===== src/rtl/dlos_pkg.sv =====
package dlos_pkg;
  typedef enum logic {
    ST_TRACK = 1'b0,
    ST_LOST  = 1'b1
  } dlos_state_e;

  function automatic bit in_range(input int unsigned v, input int unsigned lo,
                                  input int unsigned hi);
    return (v >= lo) && (v <= hi);
  endfunction
endpackage


===== src/rtl/dlos_zero_run.sv =====
module dlos_zero_run #(
  parameter int unsigned RUN_LEN = 175
) (
  input  logic clk,
  input  logic rst_n,
  input  logic en,
  input  logic bit_i,
  input  logic clr,
  output logic hit
);
  localparam int unsigned CW = $clog2(RUN_LEN + 1);
  localparam logic [CW-1:0] LAST = CW'(RUN_LEN - 1);

  logic [CW-1:0] cnt_q;

  assign hit = en && !bit_i && (cnt_q == LAST);

  always_ff @(posedge clk) begin
    if (!rst_n || clr) begin
      cnt_q <= '0;
    end else if (en) begin
      if (bit_i || hit) cnt_q <= '0;
      else              cnt_q <= cnt_q + 1'b1;
    end
  end

  // the run count never passes the last position before declaration
  p_run_bound_r2: assert property (@(posedge clk) disable iff (!rst_n)
    cnt_q <= LAST);

  // an accepted one empties the run
  p_one_clears_r3: assert property (@(posedge clk) disable iff (!rst_n)
    (en && bit_i) |=> (cnt_q == '0));
endmodule


===== src/rtl/dlos_density_window.sv =====
module dlos_density_window #(
  parameter int unsigned WIN_LEN  = 175,
  parameter int unsigned MIN_ONES = 58
) (
  input  logic clk,
  input  logic rst_n,
  input  logic en,
  input  logic bit_i,
  input  logic clr,
  output logic pass
);
  localparam int unsigned WW = $clog2(WIN_LEN + 1);
  localparam logic [WW-1:0] LAST = WW'(WIN_LEN - 1);
  localparam logic [WW-1:0] NEED = WW'(MIN_ONES);

  logic [WW-1:0] pos_q;
  logic [WW-1:0] ones_q;
  logic [WW-1:0] ones_nx;
  logic          at_end;

  assign ones_nx = ones_q + WW'(bit_i);
  assign at_end  = en && (pos_q == LAST);
  assign pass    = at_end && (ones_nx >= NEED);

  always_ff @(posedge clk) begin
    if (!rst_n || clr) begin
      pos_q  <= '0;
      ones_q <= '0;
    end else if (en) begin
      if (at_end) begin
        pos_q  <= '0;
        ones_q <= '0;
      end else begin
        pos_q  <= pos_q + 1'b1;
        ones_q <= ones_nx;
      end
    end
  end

  // a window can never hold more ones than bits
  p_ones_bound_r6: assert property (@(posedge clk) disable iff (!rst_n)
    ones_q <= pos_q);

  // a finished window leaves both counts empty for the next one
  p_restart_r6: assert property (@(posedge clk) disable iff (!rst_n)
    (at_end && !clr) |=> (pos_q == '0 && ones_q == '0));
endmodule


===== src/rtl/dlos_fsm.sv =====
module dlos_fsm
  import dlos_pkg::*;
(
  input  logic clk,
  input  logic rst_n,
  input  logic run_hit,
  input  logic win_pass,
  output logic lost
);
  dlos_state_e st_q, st_d;

  always_comb begin
    st_d = st_q;
    unique case (st_q)
      ST_TRACK: if (run_hit)  st_d = ST_LOST;
      ST_LOST:  if (win_pass) st_d = ST_TRACK;
      default:  st_d = ST_TRACK;
    endcase
  end

  always_ff @(posedge clk) begin
    if (!rst_n) st_q <= ST_TRACK;
    else        st_q <= st_d;
  end

  assign lost = (st_q == ST_LOST);

  // a completed zero run raises the flag on the next cycle
  p_set_r2: assert property (@(posedge clk) disable iff (!rst_n)
    (!lost && run_hit) |=> lost);

  // a passing window drops the flag on the next cycle
  p_clear_r5: assert property (@(posedge clk) disable iff (!rst_n)
    (lost && win_pass) |=> !lost);
endmodule


===== src/rtl/dlos_detector.sv =====
module dlos_detector #(
  parameter int unsigned RUN_LEN  = 175,
  parameter int unsigned WIN_LEN  = 175,
  parameter int unsigned MIN_ONES = 58
) (
  input  logic clk,
  input  logic rst_n,
  input  logic in_valid,
  output logic in_ready,
  input  logic in_bit,
  output logic los
);
  localparam bit PARAMS_OK = dlos_pkg::in_range(RUN_LEN, 100, 250) &&
                             dlos_pkg::in_range(WIN_LEN, 100, 250) &&
                             dlos_pkg::in_range(MIN_ONES, 1, WIN_LEN);

  generate
    if (!PARAMS_OK) begin : g_param_check
      $error("dlos_detector: threshold parameter outside allowed range");
    end
  endgenerate

  logic take;
  logic run_hit;
  logic win_pass;
  logic lost;

  assign in_ready = 1'b1;
  assign take     = in_valid && in_ready;

  dlos_zero_run #(.RUN_LEN(RUN_LEN)) u_run (
    .clk   (clk),
    .rst_n (rst_n),
    .en    (take && !lost),
    .bit_i (in_bit),
    .clr   (lost),
    .hit   (run_hit)
  );

  dlos_density_window #(.WIN_LEN(WIN_LEN), .MIN_ONES(MIN_ONES)) u_win (
    .clk   (clk),
    .rst_n (rst_n),
    .en    (take && lost),
    .bit_i (in_bit),
    .clr   (!lost),
    .pass  (win_pass)
  );

  dlos_fsm u_fsm (
    .clk      (clk),
    .rst_n    (rst_n),
    .run_hit  (run_hit),
    .win_pass (win_pass),
    .lost     (lost)
  );

  assign los = lost;

  // the stream is never back-pressured
  p_ready_r7: assert property (@(posedge clk) disable iff (!rst_n)
    in_ready);

  // without an accepted bit the flag holds
  p_flag_hold_r4: assert property (@(posedge clk) disable iff (!rst_n)
    !take |=> $stable(los));
endmodule


===== config.mk =====
export PLATFORM = sky130hd
export DESIGN_NAME = dlos_detector
export DESIGN_NICKNAME = d
export VERILOG_FILES = /design/src/rtl/dlos_pkg.sv /design/src/rtl/dlos_zero_run.sv /design/src/rtl/dlos_density_window.sv /design/src/rtl/dlos_fsm.sv /design/src/rtl/dlos_detector.sv
export SDC_FILE = /design/constraint.sdc
export NUM_CORES = 1
export LEC_CHECK = 0
export BUFFER_PORTS_ARGS = -buffer_cell sky130_fd_sc_hd__buf_2
export CAP_MARGIN = 25
export CORE_MARGIN = 10
export CORE_UTILIZATION = 42
export CTS_CLUSTER_DIAMETER = 30
export DETAILED_ROUTE_END_ITERATION = 10
export GPL_ROUTABILITY_DRIVEN = 0
export SETUP_SLACK_MARGIN = 0.15
export SLEW_MARGIN = 20
export SYNTH_ARGS = -nofsm -noshare
export SYNTH_HDL_FRONTEND = slang
export SYNTH_HIERARCHICAL = 1
export SYNTH_SLANG_ARGS = --single-unit

===== constraint.sdc =====
create_clock -name clk -period 2.15 [get_ports clk]
set_clock_uncertainty 0.15 [all_clocks]
set_input_delay 0.1075 -clock clk [delete_from_list [all_inputs] [get_ports clk]]
set_output_delay 0.1075 -clock clk [all_outputs]
set_load 0.01 [all_outputs]

After elaboration in Yosys (flattened, before gate mapping)
Cells that the tools add are included.

word-level totals
  flip-flop bits (word level) = 25
  logic and storage cells = 29
  output and inout bits = 2
  input port bits = 4

cells by class
  muxes and demuxes = 6
  bitwise gates (word level) = 1
  add/sub/neg operators = 3
  eq/ne operators = 2
  magnitude comparators = 1
  reduce and logical (&&, ||, !) cells = 12

operator list
  operator                                                                number
  8-bit 2-to-1 mux                                                        3
  8-bit by 1-bit adder with 8-bit output (second input constant)          2
  8-bit equality test (second input constant)                             2
  8-bit by 1-bit adder with 8-bit output                                  1
  8-bit by 6-bit >= comparator with 1-bit output (second input constant)  1
  1-bit logical AND                                                       6
  1-bit zero test                                                         3
  1-bit logical OR                                                        3
  1-bit 2-to-1 mux                                                        2
  1-bit case mux with 2 select lines                                      1
  1-bit inverter                                                          1

Logic depth before layout (Yosys ltp)
Gate-level depths: netlist (run 1).

  depth after elaboration = 6
  mapped depth = 9
  mapped depth without buffers = 8

Hierarchy
Netlist (run 1), hierarchy kept.

modules (own cells, without submodules)
  module               cells an instance  seq. area each (um2)  area each (um2)  times used
  dlos_density_window  114                320.3                 920.9            1
  dlos_zero_run        46                 160.2                 397.9            1
  dlos_fsm             4                  20.0                  51.3             1
  dlos_detector        5                  0.0                   27.5             1

Least setup slack after synthesis (run 1)
OpenSTA, ideal clock, no wires.

  path kind = register -> register
  start = register u_win.pos_q[0]
  end = register u_win.ones_q[2]
  library setup time = 117 ps
  cell stages (with the launch flop) = 8
  required time = 1883 ps
  arrival time = 1458 ps
  clock period less this slack = 1725 ps
  path slack = 425 ps
  path buffers = 1
  cell sequence = dfxtp_1 inv_1 ha_1 nor4bb_1 and4_2 buf_6 o21ai_0 a32o_1

on the way
  cells in the longest elaborated chain, start to end = 3

ends and longest elaborated chain
  element                 line                       source
  from (decl)             dlos_density_window.sv:16  logic [WW-1:0] pos_q;
  from (signal assigned)  dlos_density_window.sv:34  pos_q <= pos_q + 1'b1;
  8-bit equality test     dlos_density_window.sv:22  assign at_end = en && (pos_q == LAST);
  1-bit logical AND       dlos_density_window.sv:22
  8-bit 2-to-1 mux        dlos_density_window.sv:30  if (at_end) begin
  to (signal assigned)    dlos_density_window.sv:35  ones_q <= ones_nx;
  to (decl)               dlos_density_window.sv:17  logic [WW-1:0] ones_q;

Every way passes these cells.
A chain may end at the register's enable or synchronous reset.

Worst setup path in the final report (run 1)
  start = input port in_bit
  end = register u_fsm.st_q (netlist: u_fsm/lost)

on the way
  cells in the longest elaborated chain, start to end = 5
  elaborated cells on any way between the ends = 9
  classes of those cells = add/sub: 1; order compare: 1; mux: 3; reduce/logical: 4

ends and longest elaborated chain
  element                                         line                       source
  from (decl)                                     dlos_detector.sv:10        input logic in_bit,
  8-bit by 1-bit adder with 8-bit output          dlos_density_window.sv:21  assign ones_nx = ones_q + WW'(bit_i);
  8-bit by 6-bit >= comparator with 1-bit output  dlos_density_window.sv:23  assign pass = at_end && (ones_nx >= NEED);
  1-bit logical AND                               dlos_density_window.sv:23
  via win_pass                                    dlos_detector.sv:25        logic win_pass;
  1-bit 2-to-1 mux                                dlos_fsm.sv:16             ST_LOST: if (win_pass) st_d = ST_TRACK;
  1-bit case mux with 2 select lines              dlos_fsm.sv:14             unique case (st_q)
  to (signal assigned)                            dlos_fsm.sv:23             else st_q <= st_d;
  to (decl)                                       dlos_fsm.sv:10             dlos_state_e st_q, st_d;

The timed path passes the listed nets, and every way through them passes these cells.

==> results of run 1 <==
## timing repair
action	CTS	global route
endpoints found under the hold margin	2	0
resized for setup	0	4
hold buffers	2	0
setup endpoints to repair	0	7
## layer usage
layer / part of all wire [%] / vias to the layer above / GRT usage, %
met4: 0.91 / 0 / 3.47
met1: 50 / 537 / 10.9
met3: 4.8 / 2 / 3.11
met5: 0 / - / 0
li1: - / 608 / -
met2: 44 / 19 / 14.8
## power by group through the flow
stage                logic, W  registers (W)  clock network, W
global route        0.0000300       0.000471          0.000248
finish              0.0000272       0.000470          0.000217
floorplan           0.0000180       0.000480                 0
detailed placement  0.0000242       0.000481                 0
global placement    0.0000237       0.000480                 0
CTS                 0.0000273       0.000470          0.000227
## how the worst max path moves through the flow
stage                               from         endpoint  cells after the start  slack [ns]
after floorplan           u_win/pos_q[0]  u_win/ones_q[2]                      7        0.42
after global placement    u_win/pos_q[0]  u_win/ones_q[6]                      7        0.31
after detailed placement  u_win/pos_q[1]  u_win/ones_q[6]                      6        0.21
after CTS                 u_win/pos_q[1]  u_win/ones_q[6]                      6        0.19
after global routing      u_win/pos_q[0]  u_win/ones_q[5]                      7        0.18
final                             in_bit       u_fsm/lost                     10        0.32
## critical path, cell delays in order
cell,delay (ns)
dlygate4sd3_1,0.51
buf_2,0.14
ha_2,0.27
nand3_1,0.14
xnor2_1,0.16
nand2_1,0.06
a21o_1,0.17
a31oi_1,0.16
nand2b_1,0.15
a21boi_2,0.05
## sequential cells by signal (all words and copies together) (netlist names)
signal	count
u_run/cnt_q	8
u_fsm/lost	1
u_win/ones_q	8
u_win/pos_q	8
## layout make-up
type	instances	area, sq um
clock buffer	3	22.5
clock inverter	1	7.51
fill	309	1630
inverter	5	18.8
multi-input combinational	131	832
sequential	25	500
tap	44	55.1
timing repair buffer	9	62.6
## kinds of logic (layout without fill, tap and decap cells)
group           count (synthesis)  after routing  share of synthesized area [%]
simple gates                   81             81                           31.3
flops                          25             25                           35.8
other cells                     1              1                          0.268
xor+xnor                       12             12                           7.52
fa+ha+maj                       6              6                           5.37
buf+inv                        13             18                           5.55
compound gates                 31             31                           14.1
## through the flow
stage / instances / power (W) / cell area (sq um)
2_1_floorplan: 169 / 0.000498 / 1400
3_3_place_gp: 212 / 0.000504 / 1440
3_5_place_dp: 212 / 0.000505 / 1440
4_1_cts: 218 / 0.000725 / 1490
5_1_grt: 218 / 0.000749 / 1500
6_report: 218 / 0.000715 / 1500
## cells in the final DEF (no fill, tap or decap), types with 4 or more instances in the layout
cell type	instances
nor3_1	9
nand2_1	14
inv_1	5
a21oi_1	8
dfxtp_1	25
o21ai_0	10
nand3_1	7
xnor2_1	5
xor2_1	7
nor2b_1	4
nor2_1	19
ha_1	5
nand4_1	6
buf_2	4
==> flow_summary.yaml, run 1 <==
status:
  status: "finished clean"
route:
  drt-initial-drc-count: 73
  wl_per_cell_um: 12.2
  postRouteAntennaNets: 0
  firstDrtPassIters: 4
  routed-via-count: 1166
  drt-total-wl_um: 2650
  avgViaCountPerCell: 5.35
  drc_errors: 0
finish:
  fin_util_pct: 47.9
  drive_gt1_share_pct: 12.1
  diodes: 0
  areaGrowthSynthToFinish_pct: 7.25
  nets: 185
synth:
  synth_area_sq_mm: 0.00140
  synth_area_leaders: "dfxtp_1, ha_1, nor2_1"
  syn_inst: 169
  yosys_most_used_dff: "dfxtp_1"
  synth-seq-area-share_pct: 35.8
  avgSynthCellArea_sq_um: 8.27
  yosysTopAreaCell: "dfxtp_1"
  ys_ff_latch: 25
  synthTopCellsByCount: "dfxtp_1, nor2_1, nand2_1"
  synth_enable_flop_cells: 0
  yosysTopAreaCellShare_pct: 35.8
  post-synth-top-count-cell: "dfxtp_1"
  yosysWarnings: 6
  syn-num-nets: 179
  synth_cell_types: 40
  async_flop_share_pct: 0
timing:
  maxSlewViolCount: 0
  setup_viol: 0
  post-route-period-util_pct: 85.2
  fin_crit_ns: 1.83
  fin_tns_setup_ns: 0
  hold-worst-slack_ns: 0.179
  worst_pin_slew_ns: 0.584
  setup_slack_ns: 0.319
  final-hold-violation-count: 0
  relSlewSlack_pct: 60.9
  grt_setup_unrepaired: "no"
  fmax_mhz: 546
run:
  cap_viol_max_count: 0
global_route:
  grt_pass1_vias: 1115
  grt_usage_pct: 9.16
  grt_pass1_wl_um: 4760
  antenna_found_initial: 0
  grt_max_degree: 16
  gr-total-overflow: 0
pwr:
  switching_share_pct: 23.0
  combPwrFrac_pct: 3.8
  seqPwrFrac_pct: 65.8
  power_density_mw_per_mm2: 477
  power.share.clock_pct: 30.4
  p_int_w: 0.000550
  ir_drop_v: 0.000326
  leakage_nw: 0.472
  p_switching_w: 0.000164
worst_hold_path:
  min_path_type: "primary input to flip-flop"
  min_path_cells: 4
  hp-start: "in_valid"
  hold-path-endpoint: "u_run/cnt_q[1]"
worst_setup_path:
  critPathRequiredTime_ns: 2.24
  r2r_cells: 5
  rr_endpoint: "u_win/ones_q[2]"
  cp.arrival_ns: 1.93
  worstPathMaxFanout: 9
  r2r_slack_ns: 0.32
  r2r-start: "u_win/pos_q[1]"
  critPathKind: "primary input to flip-flop"
  worstSetupStartpointType: "primary input"
  end_kind: "flip-flop"
floorplanning:
  dieArea_sq_mm: 0.00603
  initial_core_util_pct: 44.7
  die_width_um: 77.7
  io_pins: 6
  core_area_sq_mm: 0.00313
  rows: 20
  die_h_um: 77.7
clocking:
  cts.clk_slew.worst_paths_ns: 0.15
  htreeDepth: 1
  cts_tree: "built"
  cts_buffers: 3
  clk_latency_ns: 0.33
  cts_root_buf: "clkbuf_4"
  cts_setup_buffers: 0
  clkSinkCount: 25
  cts.path.max_buffers: 2
placement:
  io_buffers: 4
  dp_hpwl_um: 1980
  place_ws_ns: 0.212
(Power assumes the default switching activity.)
==> run 2, diff against run 1 <==
--- a/config.mk
+++ b/config.mk
@@ -11,7 +11,7 @@
 export CORE_UTILIZATION = 42
 export CTS_CLUSTER_DIAMETER = 30
 export DETAILED_ROUTE_END_ITERATION = 10
-export GPL_ROUTABILITY_DRIVEN = 0
+export PLACE_DENSITY = 0.58
 export SETUP_SLACK_MARGIN = 0.15
 export SLEW_MARGIN = 20
 export SYNTH_ARGS = -nofsm -noshare
==> run 2 against run 1 <==
Critical path depth decreased by 3. Worst hold slack improved by 0.012 ns. Die area unchanged. Via count shrank 0.43%. Routed wire length fell by 1.5%. Largest cell class unchanged. Largest power group unchanged. Highest routed layer unchanged. Power decreased by 1.8%. Critical path type is now flip-flop to flip-flop. Sequential power about the same. Core utilization decreased by 0.080 points. Final area shrank 0.17%. Non-clock buffer count stayed put.
==> flow_summary.yaml, run 2 (synthesized netlist as in run 1, its figures left out) <==
floorplanning:
  io_pins: 6
  dieArea_sq_mm: 0.00603
  core_area_sq_mm: 0.00313
  die_width_um: 77.7
  rows: 20
  initial_core_util_pct: 44.7
  die_h_um: 77.7
timing:
  fin_crit_ns: 1.86
  maxSlewViolCount: 0
  final-hold-violation-count: 0
  grt_setup_unrepaired: "yes"
  post-route-period-util_pct: 86.3
  worst_pin_slew_ns: 0.565
  fin_tns_setup_ns: 0
  fmax_mhz: 539
  setup_viol: 0
  relSlewSlack_pct: 62.2
clocking:
  clkSinkCount: 25
  cts.path.max_buffers: 2
  htreeDepth: 1
  cts_setup_buffers: 0
  cts_root_buf: "clkbuf_4"
  cts_tree: "built"
  cts.clk_slew.worst_paths_ns: 0.13
  clk_latency_ns: 0.31
  cts_buffers: 3
global_route:
  antenna_found_initial: 0
  gr-total-overflow: 0
  grt_busiest_layer: "met2"
  grtUsageMet3_pct: 1.84
  gr-usage-met1_pct: 11.0
  grt_usage_pct: 8.60
  grt_pass1_vias: 1035
  grt_pass1_wl_um: 4530
  use_met2_pct: 13.9
  grt_max_degree: 15
finish:
  fin_util_pct: 47.8
  drive_gt1_share_pct: 12.1
  final_common_cell: "dfxtp_1"
  nets: 185
  areaGrowthSynthToFinish_pct: 7.07
  reg.largest.list: "u_run/cnt_q x8, u_win/ones_q x8, u_win/pos_q x8"
  fin_area_sq_mm: 0.00150
  final_cell_mix: "dfxtp_1, nor2_1, nand2_1"
  diodes: 0
pwr:
  leakage_nw: 0.476
  ir_drop_v: 0.000262
  power_density_mw_per_mm2: 469
placement:
  io_buffers: 4
  dp_hpwl_um: 1930
  dpl_cell_area_sq_mm: 0.00144
  finalWeightedCongestion: 0.878
worst_setup_path:
  critPathMaxStageDelay_ns: 0.38
  end_kind: "flip-flop"
  cp.arrival_ns: 1.91
  crit_slowest_cell: "dfxtp_1"
  worstSetupStartpointType: "flip-flop"
  cp_cell_sequence: "inv_1, ha_1, nor4bb_2, and4_4, o21ai_0, a22oi_1, nor2_1"
  critPathKind: "flip-flop to flip-flop"
  crit_family: "simple AND/OR/NAND/NOR gates"
  critPathRequiredTime_ns: 2.20
  r2r-start: "u_win/pos_q[0]"
  crit_buf_inv: 1
  crit_start: "u_win/pos_q[0]"
  worstPathMaxFanout: 11
  r2r_slack_ns: 0.29
route:
  postRouteAntennaNets: 0
  wl_per_cell_um: 12.0
  drt-total-wl_um: 2610
  drc_errors: 0
  firstDrtPassIters: 4
  drt-initial-drc-count: 65
  avgViaCountPerCell: 5.33
  routed-via-count: 1161
status:
  status: "finished clean"
worst_hold_path:
  min_path_type: "primary input to flip-flop"
  hp-start: "in_valid"
run:
  cap_viol_max_count: 0
-- run 2: cell types whose count changed in the layout (fill, tap and decap cells not counted) --
| cell | previous run | this run |
|---|---|---|
| clkinv_2 | 0 | 1 |
| clkinvlp_4 | 1 | 0 |
-- run 2: report_power, final --
part,internal [W],switching [W]
Clock,0.0000694,0.000135
Sequential,0.000466,0.00000401
Combinational,0.0000129,0.0000143
Total,0.000549,0.000153
-- run 2: layout make-up --
class	instances	area, sq um
Fill cell	311	1630
Multi-Input combinational cell	131	832
Sequential cell	25	500
Timing Repair Buffer	9	62.6
Tap cell	44	55.1
Clock buffer	3	22.5
Inverter	5	18.8
Clock inverter	1	5.00
-- run 2: tightest hold or removal path: stages --
cell	delay, ns
buf_2	0.09
nor2b_1	0.16
buf_4	0.18
a211oi_1	0.07
-- run 2: worst paths after layout --
path,to,cells after the start
worst max register to register,u_win/ones_q[5],7
worst min register to register,u_win/ones_q[0],2
worst max-delay path,u_win/ones_q[5],7
worst min-delay path,u_run/cnt_q[1],4
-- run 2: stage by stage --
| step | hold WS, ns | cells | total power (W) | setup WS, ns |
|---|---|---|---|---|
| global placement | 0.237 | 212 | 0.000505 | 0.294 |
| detailed placement | 0.243 | 212 | 0.000505 | 0.232 |
| finish | 0.190 | 218 | 0.000702 | 0.295 |
| CTS | 0.180 | 218 | 0.000715 | 0.178 |
| global route | 0.192 | 218 | 0.000741 | 0.140 |
| floorplan | 0.107 | 169 | 0.000498 | 0.425 |
-- run 2: per-layer routing --
layer | wire (um) | share of wire (%) | vias up
li1 | - | - | 606
met1 | 1230 | 47 | 538
met2 | 1280 | 49 | 15
met3 | 78 | 3.0 | 2
met4 | 14 | 0.54 | 0
met5 | 0 | 0 | -
-- run 2: what timing repair did --
item                       4_1_cts  5_1_grt
hold endpoints to repair         2        0
resized for setup                0        4
hold buffers                     2        0
setup endpoints to repair        0        7
